<file path="src/rtl/spim_pkg.sv">
package spim_pkg;

   localparam int unsigned OFS_CTRL  = 0;
   localparam int unsigned OFS_DATA  = 4;
   localparam int unsigned BIT_START = 1;
   localparam int unsigned BIT_LOOP  = 3;

   typedef enum logic [1:0] {
      SEL_NONE,
      SEL_CTRL,
      SEL_DATA
   } reg_sel_e;

endpackage

</file>
<file path="src/rtl/spim_regs.sv">
module spim_regs
   import spim_pkg::*;
#(
   parameter int NUM_CS  = 3,
   parameter int DIV_W   = 5,
   parameter int DIV_LSB = 27,
   parameter int DATA_W  = 8,
   parameter int ADDR_W  = 4
) (
   input  logic              clk,
   input  logic              rst_n,
   input  logic              bus_en,
   input  logic              bus_we,
   input  logic [ADDR_W-1:0] bus_addr,
   input  logic [31:0]       bus_wdata,
   output logic [31:0]       bus_rdata,
   input  logic              busy,
   input  logic              done,
   input  logic [DATA_W-1:0] rx_byte,
   output logic              start,
   output logic              loop,
   output logic [DIV_W-1:0]  div,
   output logic [DATA_W-1:0] tx_byte,
   output logic [NUM_CS-1:0] cs
);

   reg_sel_e          sel;
   logic              wr_ctrl, wr_data;
   logic [NUM_CS-1:0] cs_q, wr_cs;
   logic              loop_q;
   logic [DIV_W-1:0]  div_q;
   logic [DATA_W-1:0] data_q;
   logic [31:0]       cs_spread, ctrl_view;
   logic              unused_wbits;

   assign unused_wbits = ^bus_wdata;

   always_comb begin
      sel = SEL_NONE;
      if (bus_addr == ADDR_W'(OFS_CTRL)) sel = SEL_CTRL;
      else if (bus_addr == ADDR_W'(OFS_DATA)) sel = SEL_DATA;
   end

   assign wr_ctrl = bus_en && bus_we && (sel == SEL_CTRL);
   assign wr_data = bus_en && bus_we && (sel == SEL_DATA);
   assign start   = wr_ctrl && bus_wdata[BIT_START] && !busy;

   // chip-select n sits on even control bit 2n
   for (genvar n = 0; n < NUM_CS; n++) begin : g_cs_pick
      assign wr_cs[n] = bus_wdata[2*n];
   end

   for (genvar b = 0; b < 32; b++) begin : g_cs_view
      if ((b % 2 == 0) && (b / 2 < NUM_CS)) begin : g_on
         assign cs_spread[b] = cs_q[b/2];
      end else begin : g_off
         assign cs_spread[b] = 1'b0;
      end
   end

   always_ff @(posedge clk or negedge rst_n) begin
      if (!rst_n) begin
         cs_q   <= '1;
         loop_q <= 1'b0;
         div_q  <= '0;
         data_q <= '0;
      end else begin
         if (wr_ctrl) begin
            cs_q <= wr_cs;
            if (!busy) begin
               loop_q <= bus_wdata[BIT_LOOP];
               div_q  <= bus_wdata[DIV_LSB +: DIV_W];
            end
         end
         if (done) begin
            data_q <= rx_byte;
         end else if (wr_data && !busy) begin
            data_q <= bus_wdata[DATA_W-1:0];
         end
      end
   end

   always_comb begin
      ctrl_view = cs_spread;
      ctrl_view[BIT_START] = busy;
      ctrl_view[BIT_LOOP]  = loop_q;
      ctrl_view[DIV_LSB +: DIV_W] = div_q;
   end

   always_comb begin
      case (sel)
         SEL_CTRL: bus_rdata = ctrl_view;
         SEL_DATA: bus_rdata = {{(32-DATA_W){1'b0}}, data_q};
         default:  bus_rdata = '0;
      endcase
   end

   assign cs      = cs_q;
   assign loop    = loop_q;
   assign div     = div_q;
   assign tx_byte = data_q;

   // a control write lands on the chip-select outputs one cycle later
   p_cs_follow_r7: assert property (@(posedge clk) disable iff (!rst_n)
      wr_ctrl |=> (cs == $past(wr_cs)));

   // divider and loopback frozen during a transfer
   p_div_hold_r8: assert property (@(posedge clk) disable iff (!rst_n)
      (busy && $past(busy)) |-> ($stable(div) && $stable(loop)));

   // data word frozen during a transfer
   p_data_hold_r8: assert property (@(posedge clk) disable iff (!rst_n)
      (busy && $past(busy)) |-> $stable(tx_byte));

endmodule

</file>
<file path="src/rtl/spim_clkgen.sv">
module spim_clkgen #(
   parameter int DIV_W = 5
) (
   input  logic             clk,
   input  logic             rst_n,
   input  logic             run,
   input  logic [DIV_W-1:0] div,
   output logic             tick
);

   logic [DIV_W-1:0] cnt_q;

   assign tick = run && (cnt_q == div);

   always_ff @(posedge clk or negedge rst_n) begin
      if (!rst_n) begin
         cnt_q <= '0;
      end else if (!run || tick) begin
         cnt_q <= '0;
      end else begin
         cnt_q <= cnt_q + 1'b1;
      end
   end

   // a half period never starts while idle
   p_tick_idle_r4: assert property (@(posedge clk) disable iff (!rst_n)
      !run |=> (cnt_q == '0));

endmodule

</file>
<file path="src/rtl/spim_shifter.sv">
module spim_shifter #(
   parameter int DATA_W = 8
) (
   input  logic              clk,
   input  logic              rst_n,
   input  logic              start,
   input  logic [DATA_W-1:0] tx,
   input  logic              tick,
   input  logic              loop,
   input  logic              miso,
   output logic              busy,
   output logic              done,
   output logic [DATA_W-1:0] rx,
   output logic              sclk,
   output logic              mosi
);

   localparam int EDGES = 2 * DATA_W;
   localparam int EW    = $clog2(EDGES);

   logic [DATA_W-1:0] sh_q, rx_q;
   logic [EW-1:0]     edge_q;
   logic              busy_q, sclk_q, last, in_bit;

   assign last   = (edge_q == EW'(EDGES - 1));
   assign mosi   = busy_q && sh_q[DATA_W-1];
   assign in_bit = loop ? mosi : miso;
   assign done   = busy_q && tick && sclk_q && last;

   always_ff @(posedge clk or negedge rst_n) begin
      if (!rst_n) begin
         busy_q <= 1'b0;
         sclk_q <= 1'b0;
         sh_q   <= '0;
         rx_q   <= '0;
         edge_q <= '0;
      end else if (start) begin
         busy_q <= 1'b1;
         sclk_q <= 1'b0;
         sh_q   <= tx;
         edge_q <= '0;
      end else if (busy_q && tick) begin
         sclk_q <= !sclk_q;
         edge_q <= edge_q + 1'b1;
         if (!sclk_q) begin
            rx_q <= {rx_q[DATA_W-2:0], in_bit};
         end else begin
            sh_q <= {sh_q[DATA_W-2:0], 1'b0};
            if (last) busy_q <= 1'b0;
         end
      end
   end

   assign busy = busy_q;
   assign sclk = sclk_q;
   assign rx   = rx_q;

   // serial clock idles low
   p_sclk_idle_r4: assert property (@(posedge clk) disable iff (!rst_n)
      !busy |-> !sclk);

   // MOSI steady while the serial clock is high
   p_mosi_stable_r5: assert property (@(posedge clk) disable iff (!rst_n)
      (sclk && $past(sclk)) |-> $stable(mosi));

endmodule

</file>
<file path="src/rtl/spi_regmap_master.sv">
module spi_regmap_master #(
   parameter int NUM_CS  = 3,
   parameter int DIV_W   = 5,
   parameter int DIV_LSB = 27,
   parameter int DATA_W  = 8,
   parameter int ADDR_W  = 4
) (
   input  logic              clk,
   input  logic              rst_n,
   input  logic              bus_en,
   input  logic              bus_we,
   input  logic [ADDR_W-1:0] bus_addr,
   input  logic [31:0]       bus_wdata,
   output logic [31:0]       bus_rdata,
   output logic              spi_sclk,
   output logic              spi_mosi,
   input  logic              spi_miso,
   output logic [NUM_CS-1:0] spi_cs
);

   if (NUM_CS < 1 || 2*NUM_CS - 1 >= DIV_LSB) begin : g_bad_cs
      $error("chip-select field collides with divider field");
   end
   if (DIV_W < 1 || DIV_LSB + DIV_W > 32) begin : g_bad_div
      $error("divider field does not fit in 32 bits");
   end
   if (DATA_W < 2 || DATA_W > 16) begin : g_bad_data
      $error("data width out of range");
   end
   if (ADDR_W < 3) begin : g_bad_addr
      $error("address too narrow for both offsets");
   end

   logic              start, busy, done, loop, tick;
   logic [DIV_W-1:0]  div;
   logic [DATA_W-1:0] tx_byte, rx_byte;

   spim_regs #(
      .NUM_CS(NUM_CS), .DIV_W(DIV_W), .DIV_LSB(DIV_LSB),
      .DATA_W(DATA_W), .ADDR_W(ADDR_W)
   ) u_regs (
      .clk(clk), .rst_n(rst_n), .bus_en(bus_en), .bus_we(bus_we),
      .bus_addr(bus_addr), .bus_wdata(bus_wdata), .bus_rdata(bus_rdata),
      .busy(busy), .done(done), .rx_byte(rx_byte), .start(start),
      .loop(loop), .div(div), .tx_byte(tx_byte), .cs(spi_cs)
   );

   spim_clkgen #(.DIV_W(DIV_W)) u_clkgen (
      .clk(clk), .rst_n(rst_n), .run(busy), .div(div), .tick(tick)
   );

   spim_shifter #(.DATA_W(DATA_W)) u_shifter (
      .clk(clk), .rst_n(rst_n), .start(start), .tx(tx_byte), .tick(tick),
      .loop(loop), .miso(spi_miso), .busy(busy), .done(done),
      .rx(rx_byte), .sclk(spi_sclk), .mosi(spi_mosi)
   );

   // an accepted start always raises busy
   p_start_busy_r3: assert property (@(posedge clk) disable iff (!rst_n)
      start |=> busy);

endmodule

</file>
<file path="config.mk">
export PLATFORM = sky130hd
export DESIGN_NAME = spi_regmap_master
export DESIGN_NICKNAME = d
export VERILOG_FILES = /design/src/rtl/spim_pkg.sv /design/src/rtl/spim_regs.sv /design/src/rtl/spim_clkgen.sv /design/src/rtl/spim_shifter.sv /design/src/rtl/spi_regmap_master.sv
export SDC_FILE = /design/constraint.sdc
export NUM_CORES = 1
export LEC_CHECK = 0
export ABC_CLOCK_PERIOD_IN_PS = 2730
export BUFFER_PORTS_ARGS = -buffer_cell sky130_fd_sc_hd__clkbuf_2
export CORE_UTILIZATION = 44
export CTS_CLUSTER_SIZE = 20
export DETAILED_ROUTE_END_ITERATION = 12
export GPL_TIMING_DRIVEN = 0
export PLACE_DENSITY = 0.8
export SLEW_MARGIN = 20
export SYNTH_ARGS = -nofsm -noshare
export SYNTH_HDL_FRONTEND = slang
export SYNTH_SLANG_ARGS = --single-unit
export TNS_END_PERCENT = 50
</file>
<file path="constraint.sdc">
create_clock -name clk -period 2.73 [get_ports clk]
set_clock_uncertainty 0.15 [all_clocks]
set_input_delay 0.1365 -clock clk [delete_from_list [all_inputs] [get_ports clk]]
set_output_delay 0.1365 -clock clk [all_outputs]
set_load 0.005 [all_outputs]
</file>
Yosys cells after proc, flatten, opt, wreduce, memory -nomap -nowiden
Cells that the tools add are included.
- $add $sub $neg: 2
- bitwise operators: 3
- muxes and demuxes: 18
- reduce and logical (&&, ||, !) cells: 23
- eq/ne operators: 5
- operators with widths (kind ; number):
    $pmux 32 s2 ; 1
    $mux 8 ; 5
    $logic_and 1x1->1 ; 11
    $mux 4 ; 2
    $reduce_bool 2->1 ; 4
    $mux 1 ; 7
    $reduce_and 3->1 ; 2
    $add 5x1->5 const B ; 1
    $eq 5x5->1 ; 1
    $mux 5 ; 1
    $add 4x1->4 const B ; 1
    $eq 4x3->1 const B ; 1
    $eq 4x4->1 const B ; 1
    $logic_not 4->1 ; 1
    $mux 2 ; 2
    $reduce_and 2->1 ; 2
    $not 1->1 ; 3
    $eq 2x1->1 const B ; 1
    $eq 2x2->1 const B ; 1
    $logic_not 1->1 ; 2
    $logic_or 1x1->1 ; 1
- word-level logic and storage cells: 61
- input bits: 41
- bits in registers: 44
- output and inout port bits: 37

Logic depth before layout (Yosys ltp)
- depth in word-level cells: 9
- depth in mapped cells: 6
- mapped depth without buffers: 4

Cells and area by module
Synthesis repeated with hierarchy kept, for this count alone.
- cells, all modules: 215
- area, all modules: 2413.6 sq um
- modules (own cells, without submodules) (module ; times used ; seq. area each (sq um) ; cells each ; area an instance (sq um)):
    spim_regs ; 1 ; 429.2 ; 106 ; 1129.8
    spim_shifter ; 1 ; 550.5 ; 81 ; 999.7
    spim_clkgen ; 1 ; 125.1 ; 28 ; 284.0

Worst setup path after synthesis
Ideal clock, no wire load.
- kind: flip-flop to flip-flop
- from: register u_clkgen.cnt_q[3]
- to: register u_regs.data_q[1], in the netlist u_regs.tx_byte[1]
- setup time: 125 ps
- required time: 2455 ps
- path slack: 463 ps
- clock period less this slack: 2267 ps
- stages on the path, launching flop included: 7
- data arrival time: 1992 ps
- path buffers: 2
- cells stage by stage: dfrtp_1 xor2_1 or3_1 buf_6 or4_4 buf_6 mux2_4
- cells in the longest elaborated chain, start to end: 6
- elaborated cells on any way between the ends: 7
- those cells by class: eq/ne: 1; mux: 1; reduce/logical: 5
- ends and longest elaborated chain (what ; line ; source):
    start: declaration ; spim_clkgen.sv:11 ; logic [DIV_W-1:0] cnt_q;
    start signal: assignment ; spim_clkgen.sv:21 ; cnt_q <= cnt_q + 1'b1;
    $eq 5x5->1 * ; spim_clkgen.sv:13 ; assign tick = run && (cnt_q == div);
    $logic_and 1x1->1 * ; spim_clkgen.sv:13 ;
    $logic_and 1x1->1 * (3 in series) ; spim_shifter.sv:28 ; assign done = busy_q && tick && sclk_q && last;
    $mux 8 or $reduce_bool 2->1 (tied branches) ; - ;
    end signal: assignment ; spim_regs.sv:76 ; data_q <= rx_byte;
    end signal: assignment ; spim_regs.sv:78 ; data_q <= bus_wdata[DATA_W-1:0];
    end: declaration ; spim_regs.sv:32 ; logic [DATA_W-1:0] data_q;
Every way passes the cells marked *; elsewhere a longest branch is shown, timed or not.
A chain may end at the register's enable or synchronous reset.

Final worst setup path
- from: register u_clkgen.cnt_q[3]
- to: register u_regs.data_q[6], in the netlist u_regs.tx_byte[6]
The elaborated chain is that of the path after synthesis.

==> results.yml <==
floorplanning:
  dieWidth_um: 75.5
  die_y_um: 75.5
  core-area_um2: 5170
  dieArea_um2: 5700
  ios: 78
  start_util_pct: 46.0
  row_count: 26
setup_path:
  start_kind: "flip-flop"
  path_cells: "xor2_1 -> or3_1 -> buf_6 -> or4_4 -> buf_6 -> mux2_4"
  worstReg2RegStart: "u_clkgen.cnt_q[3]$_DFF_PN0_"
  endpoint_kind: "flip-flop"
  crit_path_top_delay_cell: "or4_4"
  crit_top_cell: "buf_6"
  crit_required_ps: 2770
  rr_endpoint: "u_regs.tx_byte[6]$_DFFE_PN0P_"
  cp_max_fo: 9
  cp_slowest_stage_delay_ps: 530
  crit_start: "u_clkgen.cnt_q[3]$_DFF_PN0_"
  worstRegToRegCells: 6
  crit_type: "reg -> reg"
  crit_end: "u_regs.tx_byte[6]$_DFFE_PN0P_"
  crit_arrival_ps: 2420
  regToRegSetupSlack_ps: 350
yosys:
  synthTopCellsByCount: "41 x dfrtp_1, 23 x mux2_2, 20 x buf_4, 12 x nor2_1, 11 x nand3_1"
  synth_top_cells_by_area: "dfrtp_1 43%, mux2_2 11%, buf_4 6.3%, mux2_4 4.4%, mux2i_1 3.4%"
  synth_seq_cells: 44
  synthFlopType: "dfrtp_1"
  yosysTopAreaCellShare_pct: 43.1
  seq_area_frac_synth_pct: 46.4
  synth_most_common_cell: "dfrtp_1"
  ys_types: 39
  yosys.area.top_type: "dfrtp_1"
  synth_edf_count: 0
  syn-cell-area_um2: 2380
  synth_cells: 210
  avgSynthCellArea_um2: 11.3
  async_reset_ff_share_pct: 100
  yosysWarnings: 0
placed_design:
  pre_cts_slack_ps: 273
  port_buffers: 39
  dpl.hpwl_mm: 3.50
  gp_congestion: 0.776
timing:
  tightest_slew_ps: 979
  slew_headroom_pct: 34.5
  period_minus_slack_ps: 2380
  drv_slew: 0
  fin_crit_sh_pct: 87.1
  setup_viol: 0
  setup_slack_ps: 351
  final-hold-violation-count: 0
  fmax_ghz: 0.420
  tns_ps: 0
  grt_setup_unrepaired: "no"
clock_tree:
  cts.clk_slew.worst_paths_ps: 90
  cts_buffer_depth: 2
  cts.sinks: 44
  cts.hold.buffers_added: 10
  cts-root-buf: "clkbuf_8"
  worstSkewPairLatency_ps: 300
  cts_repair_resize_count: 0
  cts_post_setup_buffers_inserted: 0
  cts_max_level: 2
  cts_tree: "yes"
  cts-buffers-inserted: 5
job:
  drv_cap: 0
power:
  p_leak_nw: 1.47
  peakVddDrop_mv: 0.410
  power_density_nw_per_um2: 716
global_route:
  grt_pass1_wl_mm: 7.87
  grt-ovfl-total: 0
  grt.total_usage_pct: 18.4
  grt_pass1_vias: 1672
  antenna_found_initial: 0
  grt_max_degree: 45
drt:
  antenna_left: 0
  drt_pass1_iterations: 4
  vias: 1777
  vias_per_cell: 5.01
  routedWlPerCell_um: 13.7
  drt-initial-drc-count: 72
  drcViolationCount: 0
  finalWirelength_mm: 4.85
status:
  status: "complete, no violations"
final_layout:
  fillers: 423
  n_antenna_cell: 0
  nets: 327
  drive_above_1_share_pct: 38.9
  area_growth_pct: 24.1
hold_path:
  min_path_type: "in -> reg"
[per-layer routing]
layer	up-vias	track usage, %	part of all wire [%]
li1	853	-	-
met1	847	25.0	45
met2	64	28.7	47
met3	13	4.76	5.7
met4	0	6.38	2.3
met5	-	0	0
[flip-flops by register name (all words and copies together) (netlist names)]
name and cells:
u_regs.loop 1, u_clkgen.cnt_q 5, u_shifter.busy 1, u_shifter.sclk 1, u_shifter.sh_q 8, u_regs.cs 3, u_shifter.rx 8, u_regs.tx_byte 8
u_shifter.edge_q 4, u_regs.div 5
[final cells by class]
| class | count | area (um^2) | area share [%] |
|---|---|---|---|
| Buffer | 29 | 199 | 6.74 |
| Clock buffer | 5 | 68.8 | 2.33 |
| Clock inverter | 3 | 47.5 | 1.61 |
| Inverter | 3 | 11.3 | 0.382 |
| Multi-Input combinational cell | 152 | 1140 | 38.5 |
| Sequential cell | 44 | 1100 | 37.4 |
| Tap cell | 70 | 87.6 | 2.97 |
| Timing Repair Buffer | 49 | 295 | 10.0 |
[cells by family (layout without fill, tap and decap cells)]
family / count (synthesis) / count (layout) / synth area share [%]
mux: 38 / 38 / 18.7
buf+inv: 32 / 89 / 8.84
simple gates: 62 / 62 / 15.9
xor+xnor: 6 / 6 / 2.21
compound gates: 25 / 25 / 6.68
flops: 44 / 44 / 46.4
other cells: 1 / 19 / 0.158
fa+ha+maj: 2 / 2 / 1.05
[critical path: cells and delay by family (launching register included)]
family | cells | cell delay [ps]
and+or+nand+nor | 2 | 870
DFF | 1 | 420
buffers and inverters | 2 | 320
muxes | 1 | 300
xor gates and xnor gates | 1 | 210
[worst min-delay path by stage]
stage	start	end	cells after the start
detailed placement	bus_wdata[31]	u_regs.div[4]$_DFFE_PN0P_	2
CTS	bus_wdata[6]	u_regs.tx_byte[6]$_DFFE_PN0P_	3
floorplan	rst_n	u_clkgen.cnt_q[0]$_DFF_PN0_	0
finish	bus_wdata[7]	u_regs.tx_byte[7]$_DFFE_PN0P_	3
global route	bus_wdata[6]	u_regs.tx_byte[6]$_DFFE_PN0P_	3
global placement	bus_wdata[31]	u_regs.div[4]$_DFFE_PN0P_	2
[through the flow]
| stage | cell area, um^2 | cells | power (mW) | hold slack, ps | utilization, % |
|---|---|---|---|---|---|
| floorplan | 2450 | 228 | 1.42 | -309 | - |
| global placement | 2730 | 337 | 1.57 | 222 | 52.8 |
| detailed placement | 2730 | 337 | 1.60 | 225 | 52.8 |
| CTS | 2950 | 355 | 2.11 | 52.0 | 56.9 |
| global route | 2950 | 355 | 2.26 | 53.7 | 57.1 |
| finish | 2950 | 355 | 2.11 | 49.3 | 57.1 |
[report_power, final]
part           switching [mW]  internal (mW)
Sequential              0.164          0.855
Clock                   0.227          0.276
Combinational           0.286          0.307
[cells in the final DEF, fill, tap and decap left out, types with 2 or more instances in the layout]
cell / instances
clkinv_4: 2
buf_4: 20
a31oi_1: 7
a22o_1: 5
mux2i_1: 8
conb_1: 19
buf_6: 2
or4_2: 2
xor2_1: 3
nand2_1: 8
mux2_4: 7
dfrtp_1: 41
nand4_1: 2
dlygate4sd3_1: 10
and4b_1: 2
ha_1: 2
mux2_2: 23
o21ai_0: 10
clkbuf_8: 5
clkbuf_2: 38
clkbuf_1: 7
nand3_1: 11
dfstp_2: 3
nor2_1: 12
and2_1: 10
nor3_1: 2
xnor2_1: 3
inv_1: 3
(Power assumes the default switching activity.)
